File: config.mk
export PLATFORM = sky130hd
export DESIGN_NAME = gpio_edge_bank
export DESIGN_NICKNAME = d
export VERILOG_FILES = /design/src/rtl/gpio_bank_pkg.sv /design/src/rtl/gpio_line_sync.sv /design/src/rtl/gpio_edge_status.sv /design/src/rtl/gpio_bank_regs.sv /design/src/rtl/gpio_edge_bank.sv
export SDC_FILE = /design/constraint.sdc
export NUM_CORES = 1
export LEC_CHECK = 0
export ABC_AREA = 1
export ABC_CLOCK_PERIOD_IN_PS = 2700
export BUFFER_PORTS_ARGS = -buffer_cell sky130_fd_sc_hd__buf_2
export CAP_MARGIN = 40
export CORE_MARGIN = 5
export CORE_UTILIZATION = 40
export CTS_CLUSTER_DIAMETER = 40
export DETAILED_ROUTE_END_ITERATION = 7
export GPL_TIMING_DRIVEN = 0
export PLACE_DENSITY = 0.59
export SLEW_MARGIN = 20
export SYNTH_ARGS = -nofsm -noshare
export SYNTH_HDL_FRONTEND = slang
export SYNTH_SLANG_ARGS = --single-unit
File: constraint.sdc
create_clock -name clk -period 2.7 [get_ports clk]
set_input_delay 0.81 -clock clk [delete_from_list [all_inputs] [get_ports clk]]
set_output_delay 0.81 -clock clk [all_outputs]
set_load 0.02 [all_outputs]
File: src/rtl/gpio_bank_pkg.sv
package gpio_bank_pkg;

    localparam int PORTS          = 4;
    localparam int PINS_PER_PORT  = 8;
    localparam int LINES          = PORTS * PINS_PER_PORT;
    localparam int BUS_W          = 32;
    localparam int LANES          = BUS_W / 8;
    localparam int ADDR_W         = 5;
    localparam int TRIG_W         = 2;
    localparam int HALF_W         = PINS_PER_PORT * TRIG_W;
    localparam int PORTS_PER_TRIG = BUS_W / HALF_W;

    typedef logic [LINES-1:0]        line_vec_t;
    typedef logic [BUS_W-1:0]        word_t;
    typedef logic [LINES*TRIG_W-1:0] trig_vec_t;

    typedef enum logic [1:0] {
        TRIG_OFF  = 2'b00,
        TRIG_FALL = 2'b01,
        TRIG_RISE = 2'b10,
        TRIG_BOTH = 2'b11
    } trig_e;

    typedef enum logic [2:0] {
        REG_NONE,
        REG_SEL,
        REG_DIR,
        REG_DATA,
        REG_STAT,
        REG_TRIG0,
        REG_TRIG1
    } reg_e;

    typedef struct packed {
        logic rise;
        logic fall;
    } edge_t;

    localparam logic [ADDR_W-1:0] OFS_SEL   = 5'h00;
    localparam logic [ADDR_W-1:0] OFS_DIR   = 5'h08;
    localparam logic [ADDR_W-1:0] OFS_DATA  = 5'h0C;
    localparam logic [ADDR_W-1:0] OFS_STAT  = 5'h10;
    localparam logic [ADDR_W-1:0] OFS_TRIG0 = 5'h14;
    localparam logic [ADDR_W-1:0] OFS_TRIG1 = 5'h18;

    // Word bit that carries line l in the one-bit-per-line registers.
    // Port 0 occupies the most significant byte.
    function automatic int line_bit(input int l);
        return (PORTS - 1 - l / PINS_PER_PORT) * PINS_PER_PORT + l % PINS_PER_PORT;
    endfunction

    function automatic word_t lines_to_word(input line_vec_t v);
        word_t w;
        w = '0;
        for (int l = 0; l < LINES; l++) begin
            w[line_bit(l)] = v[l];
        end
        return w;
    endfunction

    function automatic line_vec_t word_to_lines(input word_t w);
        line_vec_t v;
        v = '0;
        for (int l = 0; l < LINES; l++) begin
            v[l] = w[line_bit(l)];
        end
        return v;
    endfunction

    function automatic word_t lane_mask(input logic [LANES-1:0] be);
        word_t w;
        for (int k = 0; k < LANES; k++) begin
            w[k*8 +: 8] = {8{be[k]}};
        end
        return w;
    endfunction

    // Which trigger word holds line l.
    function automatic int trig_word(input int l);
        return (l / PINS_PER_PORT) / PORTS_PER_TRIG;
    endfunction

    // Lowest bit of line l's field inside its trigger word.
    // Even ports take the upper half.
    function automatic int trig_bit(input int l);
        int p;
        p = l / PINS_PER_PORT;
        return (PORTS_PER_TRIG - 1 - p % PORTS_PER_TRIG) * HALF_W + (l % PINS_PER_PORT) * TRIG_W;
    endfunction

    function automatic word_t trig_to_word(input trig_vec_t t, input int widx);
        word_t w;
        w = '0;
        for (int l = 0; l < LINES; l++) begin
            if (trig_word(l) == widx) begin
                w[trig_bit(l) +: TRIG_W] = t[l*TRIG_W +: TRIG_W];
            end
        end
        return w;
    endfunction

    function automatic trig_vec_t trig_merge(input trig_vec_t old, input word_t wd,
                                             input word_t m, input int widx);
        trig_vec_t t;
        t = old;
        for (int l = 0; l < LINES; l++) begin
            if (trig_word(l) == widx) begin
                for (int b = 0; b < TRIG_W; b++) begin
                    if (m[trig_bit(l) + b]) begin
                        t[l*TRIG_W + b] = wd[trig_bit(l) + b];
                    end
                end
            end
        end
        return t;
    endfunction

    function automatic reg_e decode(input logic [ADDR_W-1:0] addr);
        logic [ADDR_W-1:0] a;
        a = {addr[ADDR_W-1:2], 2'b00};
        case (a)
            OFS_SEL:   return REG_SEL;
            OFS_DIR:   return REG_DIR;
            OFS_DATA:  return REG_DATA;
            OFS_STAT:  return REG_STAT;
            OFS_TRIG0: return REG_TRIG0;
            OFS_TRIG1: return REG_TRIG1;
            default:   return REG_NONE;
        endcase
    endfunction

endpackage

File: src/rtl/gpio_line_sync.sv
module gpio_line_sync #(
    parameter int WIDTH  = 32,
    parameter int STAGES = 2
) (
    input  logic             clk,
    input  logic             rst,
    input  logic [WIDTH-1:0] din,
    output logic [WIDTH-1:0] dout
);

    logic [WIDTH-1:0] stg [STAGES];

    always_ff @(posedge clk) begin
        if (rst) begin
            for (int i = 0; i < STAGES; i++) stg[i] <= '0;
        end else begin
            stg[0] <= din;
            for (int i = 1; i < STAGES; i++) stg[i] <= stg[i-1];
        end
    end

    assign dout = stg[STAGES-1];

    generate
        if (STAGES == 2) begin : g_chk
            logic [1:0] since_rst;
            always_ff @(posedge clk) begin
                if (rst) since_rst <= '0;
                else if (since_rst != 2'd2) since_rst <= since_rst + 2'd1;
            end
            // the synchronised value trails the pin by two edges
            assert_sync_latency_R5: assert property (@(posedge clk) disable iff (rst)
                (since_rst == 2'd2) |-> (dout == $past(din, 2)));
        end
    endgenerate

endmodule

File: src/rtl/gpio_edge_status.sv
module gpio_edge_status
    import gpio_bank_pkg::*;
(
    input  logic      clk,
    input  logic      rst,
    input  line_vec_t sync_in,
    input  trig_vec_t trig,
    input  line_vec_t clr,
    output line_vec_t status
);

    line_vec_t prev;
    line_vec_t hit;

    always_ff @(posedge clk) begin
        if (rst) prev <= '0;
        else     prev <= sync_in;
    end

    generate
        for (genvar g = 0; g < LINES; g++) begin : g_line
            trig_e tc;
            edge_t ev;

            assign tc      = trig_e'(trig[g*TRIG_W +: TRIG_W]);
            assign ev.rise = sync_in[g] & ~prev[g];
            assign ev.fall = ~sync_in[g] & prev[g];
            assign hit[g]  = (ev.rise && (tc == TRIG_RISE || tc == TRIG_BOTH)) ||
                             (ev.fall && (tc == TRIG_FALL || tc == TRIG_BOTH));

            always_ff @(posedge clk) begin
                if (rst)         status[g] <= 1'b0;
                else if (hit[g]) status[g] <= 1'b1;
                else if (clr[g]) status[g] <= 1'b0;
            end

            // a clear with no competing edge drops the flag
            assert_w1c_clear_R9: assert property (@(posedge clk) disable iff (rst)
                (clr[g] && !hit[g]) |=> !status[g]);
            // a disabled line never raises its flag
            assert_off_never_sets_R8: assert property (@(posedge clk) disable iff (rst)
                $rose(status[g]) |-> ($past(tc) != TRIG_OFF));
        end
    endgenerate

endmodule

File: src/rtl/gpio_bank_regs.sv
module gpio_bank_regs
    import gpio_bank_pkg::*;
(
    input  logic              clk,
    input  logic              rst,
    input  logic              bus_sel,
    input  logic              bus_wr,
    input  logic [ADDR_W-1:0] bus_addr,
    input  logic [LANES-1:0]  bus_be,
    input  word_t             bus_wdata,
    output word_t             bus_rdata,
    input  line_vec_t         sync_in,
    input  line_vec_t         status,
    output line_vec_t         sel_q,
    output line_vec_t         dir_q,
    output line_vec_t         out_q,
    output trig_vec_t         trig_q,
    output line_vec_t         clr_mask
);

    reg_e      target;
    logic      wr_en;
    word_t     wmask;
    line_vec_t lmask;
    line_vec_t ldata;
    line_vec_t data_view;

    assign target = decode(bus_addr);
    assign wr_en  = bus_sel & bus_wr;
    assign wmask  = lane_mask(bus_be);
    assign lmask  = word_to_lines(wmask);
    assign ldata  = word_to_lines(bus_wdata);

    always_ff @(posedge clk) begin
        if (rst) begin
            sel_q  <= '0;
            dir_q  <= '0;
            out_q  <= '0;
            trig_q <= '0;
        end else if (wr_en) begin
            case (target)
                REG_SEL:   sel_q  <= (sel_q & ~lmask) | (ldata & lmask);
                REG_DIR:   dir_q  <= (dir_q & ~lmask) | (ldata & lmask);
                REG_DATA:  out_q  <= (out_q & ~lmask) | (ldata & lmask);
                REG_TRIG0: trig_q <= trig_merge(trig_q, bus_wdata, wmask, 0);
                REG_TRIG1: trig_q <= trig_merge(trig_q, bus_wdata, wmask, 1);
                default:   ;
            endcase
        end
    end

    assign clr_mask  = (wr_en && target == REG_STAT) ? (ldata & lmask) : '0;
    assign data_view = (dir_q & out_q) | (~dir_q & sync_in);

    always_comb begin
        case (target)
            REG_SEL:   bus_rdata = lines_to_word(sel_q);
            REG_DIR:   bus_rdata = lines_to_word(dir_q);
            REG_DATA:  bus_rdata = lines_to_word(data_view);
            REG_STAT:  bus_rdata = lines_to_word(status);
            REG_TRIG0: bus_rdata = trig_to_word(trig_q, 0);
            REG_TRIG1: bus_rdata = trig_to_word(trig_q, 1);
            default:   bus_rdata = '0;
        endcase
    end

    // direction holds unless it is written
    assert_dir_hold_R4: assert property (@(posedge clk) disable iff (rst)
        !(wr_en && target == REG_DIR) |=> $stable(dir_q));

endmodule

File: src/rtl/gpio_edge_bank.sv
module gpio_edge_bank
    import gpio_bank_pkg::*;
#(
    parameter int SYNC_STAGES = 2
) (
    input  logic              clk,
    input  logic              rst,
    input  logic              bus_sel,
    input  logic              bus_wr,
    input  logic [ADDR_W-1:0] bus_addr,
    input  logic [LANES-1:0]  bus_be,
    input  logic [BUS_W-1:0]  bus_wdata,
    output logic [BUS_W-1:0]  bus_rdata,
    input  logic [LINES-1:0]  pin_in,
    output logic [LINES-1:0]  pin_out,
    output logic [LINES-1:0]  pin_oe,
    output logic [LINES-1:0]  pin_alt,
    output logic              irq
);

    line_vec_t sync_val;
    line_vec_t status;
    line_vec_t clr_mask;
    line_vec_t sel_q;
    line_vec_t dir_q;
    line_vec_t out_q;
    trig_vec_t trig_q;

    gpio_line_sync #(.WIDTH(LINES), .STAGES(SYNC_STAGES)) u_sync (
        .clk  (clk),
        .rst  (rst),
        .din  (pin_in),
        .dout (sync_val)
    );

    gpio_bank_regs u_regs (
        .clk       (clk),
        .rst       (rst),
        .bus_sel   (bus_sel),
        .bus_wr    (bus_wr),
        .bus_addr  (bus_addr),
        .bus_be    (bus_be),
        .bus_wdata (bus_wdata),
        .bus_rdata (bus_rdata),
        .sync_in   (sync_val),
        .status    (status),
        .sel_q     (sel_q),
        .dir_q     (dir_q),
        .out_q     (out_q),
        .trig_q    (trig_q),
        .clr_mask  (clr_mask)
    );

    gpio_edge_status u_edges (
        .clk     (clk),
        .rst     (rst),
        .sync_in (sync_val),
        .trig    (trig_q),
        .clr     (clr_mask),
        .status  (status)
    );

    assign pin_out = out_q;
    assign pin_oe  = dir_q;
    assign pin_alt = sel_q;
    assign irq     = |status;

    // the interrupt only drops after a status clear
    assert_irq_drop_R10: assert property (@(posedge clk) disable iff (rst)
        $fell(irq) |-> $past(|clr_mask));

endmodule

==> results.sh <==
export IMPL_pwr_share_comb_pct=7.1
export IMPL_slew_headroom_pct=47.73
export IMPL_drc=0
export IMPL_synthTopCellsByArea="dfxtp_1 (47%), nand2_1 (14%), nor2_1 (12%)"
export IMPL_finalCritPeriodShare_pct=105.7
export IMPL_avgViaCountPerCell=5.107
export IMPL_path_buf_inv=5
export IMPL_path_clk_slew_ps=50
export IMPL_fin_area_um2=16640
export IMPL_syn_nets=1890
export IMPL_use_met3_pct=6.664
export IMPL_crit_path_start_kind="input pin"
export IMPL_synth_area_per_cell_um2=6.805
export IMPL_drv_cap=0
export IMPL_async_reset_ff_share_pct=0
export IMPL_gp_routability_congestion=0.9479
export IMPL_cp_required_ps=1890
export IMPL_cts_hold_buf=0
export IMPL_max_slew_worst_pin_slew_ps=784.1
export IMPL_start_util_pct=40.44
export IMPL_first_pass_iters=8
export IMPL_skew_ps=11.17
export IMPL_ir_drop_v=0.0004843
export IMPL_worst_r2r_path_depth=3
export IMPL_grt_use_met2_pct=44.52
export IMPL_grt_max_degree=13
export IMPL_place_area_um2=13850
export IMPL_synth_cells=1813
export IMPL_crit_slowest_cell="nor2_4"
export IMPL_crit_chain="buf_12, inv_1, nand2_2, nor2_4, buf_12, buf_12, nand2_1, nand2_1, nor2_1, nand2_1, buf_6"
export IMPL_period_needed_ps=2855
export IMPL_vias=12910
export IMPL_internal_power_mw=8.405
export IMPL_r2r_slack_ps=1540
export IMPL_coreArea_um2=30510
export IMPL_pwr_share_seq_pct=39.1
export IMPL_drive_gt1_share_pct=21.40
export IMPL_cts_root_buf="clkbuf_16"
export IMPL_syn_area_um2=12340
export IMPL_swShare_pct=25.36
export IMPL_htreeDepth=2
export IMPL_path_depth=11
export IMPL_nNetsFinal=2172
export IMPL_synthToLayoutAreaGrowth_pct=34.83
export IMPL_hold_viol_final=0
export IMPL_yosys_warnings=0
export IMPL_cts_tree="built"
export IMPL_synth_commonest_cells="nand2_1 (464), nor2_1 (386), dfxtp_1 (288)"
export IMPL_dp_hpwl_mm=36.33
export IMPL_cp_slowest_stage_delay_ps=160
export IMPL_grt_busiest_layer="met2"
export IMPL_leakagePower_nw=7.310
export IMPL_failed_checks="setup timing"
export IMPL_cp_arrival_ps=2040
export IMPL_fin_util_pct=54.53
export IMPL_drt_wl_total_mm=50.52
export IMPL_detail_route_antenna_nets=0
export IMPL_dp_cells=2411
export IMPL_final_setup_viol_count=32
export IMPL_port_buffers=201
export IMPL_met1_usage_pct=39.19
export IMPL_pwr_share_clk_pct=53.8
export IMPL_grt_pass1_wl_mm=74.08
export IMPL_insertion_delay_ps=550
export IMPL_synth_enable_flop_cells=0
export IMPL_critPathMaxFanout=10
export IMPL_grt_pass1_vias=12140
export IMPL_hold_class="reg -> reg"
export IMPL_status="complete, but fails checks"
export IMPL_endpoint="bus_rdata[13]"
export IMPL_die_w_um=185.6
export IMPL_max_freq_ghz=0.3503
export IMPL_std_cell_rows=64
export IMPL_seq_area_frac_synth_pct=46.73
export IMPL_synth_top_area_share_pct=46.73
export IMPL_gr_total_overflow=0
export IMPL_crit_start="bus_addr[2]"
export IMPL_worstHoldStart="u_sync.stg[0][1]"
export IMPL_fin_cells=2527
export IMPL_layout_setup_ws_ps=-154.6
export IMPL_ios=206
export IMPL_n_antenna_cell=0
export IMPL_antenna_found_initial=1
export IMPL_cts_buffers=46
export IMPL_max_clock_path_buffers=3
export IMPL_drt_iter0_markers=1391
export IMPL_synth_ff_type="dfxtp_1"
export IMPL_rr_startpoint="u_sync.stg[0][49]"
export IMPL_end_kind="output pin"
export IMPL_synth_distinct_cells=27
export IMPL_crit_family="buffers and inverters"
export IMPL_slew_viol_final=0
export IMPL_rsz0062_at_grt="true"
export IMPL_crit_type="in -> out"
export IMPL_synth_most_common_cell="nand2_1"
export IMPL_fp_dieH_um=185.6
export IMPL_p_sw_mw=2.855
export IMPL_grt_util_all_layers_pct=28.68
export IMPL_synth_top_area_cell="dfxtp_1"
export IMPL_synth_seq_cells=288
export IMPL_power_density_nw_per_um2=676.9
export IMPL_cts_sinks=288
export IMPL_wl_per_cell_um=19.99
export IMPL_dieArea_um2=34460
export IMPL_reg2reg_to="u_edges.status[17]"
[cell type report]
class,instances,area [um^2]
Buffer,63,533.0
Clock buffer,53,1271
Clock inverter,31,326.6
Fill cell,2982,13870
Inverter,212,833.3
Multi-Input combinational cell,1250,5753
Sequential cell,288,5766
Tap cell,396,495.5
Timing Repair Buffer,234,1658
[through the flow]
step / hold slack, ps / setup slack [ps] / total power, mW / setup TNS [ps]
after floorplan: 388.3 / 115.1 / 4.800 / 0
after global placement: 389.0 / -605.3 / 5.134 / -15450
after detailed placement: 393.3 / -609.2 / 5.142 / -15330
after CTS: 398.2 / -121.7 / 11.27 / -2051
after global routing: 412.6 / -150.1 / 11.57 / -3368
final: 397.8 / -154.6 / 11.26 / -1943
[layer usage]
metal,up-vias,wire (um)
met5,-,11
met4,2,1716
met3,108,5018
met2,617,22270
met1,5970,21510
li1,6208,-
[power by group through the flow]
stage          clock network, mW  registers, mW  logic, mW
2_1_floorplan                  0           4.49      0.315
3_3_place_gp                   0           4.49      0.643
3_5_place_dp                   0           4.49      0.650
4_1_cts                     6.10           4.40      0.768
5_1_grt                     6.31           4.41      0.850
6_report                    6.05           4.40      0.801
[cells in the final DEF, fill, tap and decap left out, drive strengths merged]
cell type	count
nor2	402
nand3b	21
nand4	1
clkinvlp	9
buf	265
bufinv	4
inv	218
nand2	476
dfxtp	288
clkbuf	85
o21ai	116
clkinv	12
o22ai	2
o21bai	32
a21oi	151
nand3	43
nor3	6
[worst reg2reg max path: stages (launching register included)]
cell	delay (ps)
dfxtp_1	540
nor2_1	90
a21oi_1	270
a21oi_1	110
[worst min-delay path by stage]
stage / end / cells after the start
3_3_place_gp: u_sync.stg[0][32] / 2
4_1_cts: u_sync.stg[0][58] / 2
2_1_floorplan: u_sync.stg[0][32] / 2
3_5_place_dp: u_sync.stg[0][43] / 2
6_report: u_sync.stg[0][33] / 2
5_1_grt: u_sync.stg[0][33] / 2
[cells by family after synthesis]
| kind of cell | synth area share [%] |
|---|---|
| compound gates | 12.88 |
| simple gates | 31.38 |
| buf+inv | 9.015 |
| flops | 46.73 |
[repair_timing]
item,4_1_cts,5_1_grt
setup buffers,24,1
gates resized for setup,177,55
pin swaps,41,30
gates cloned,6,0
setup endpoints to repair,32,32
hold endpoints to repair,0,0
(Power assumes the default switching activity.)
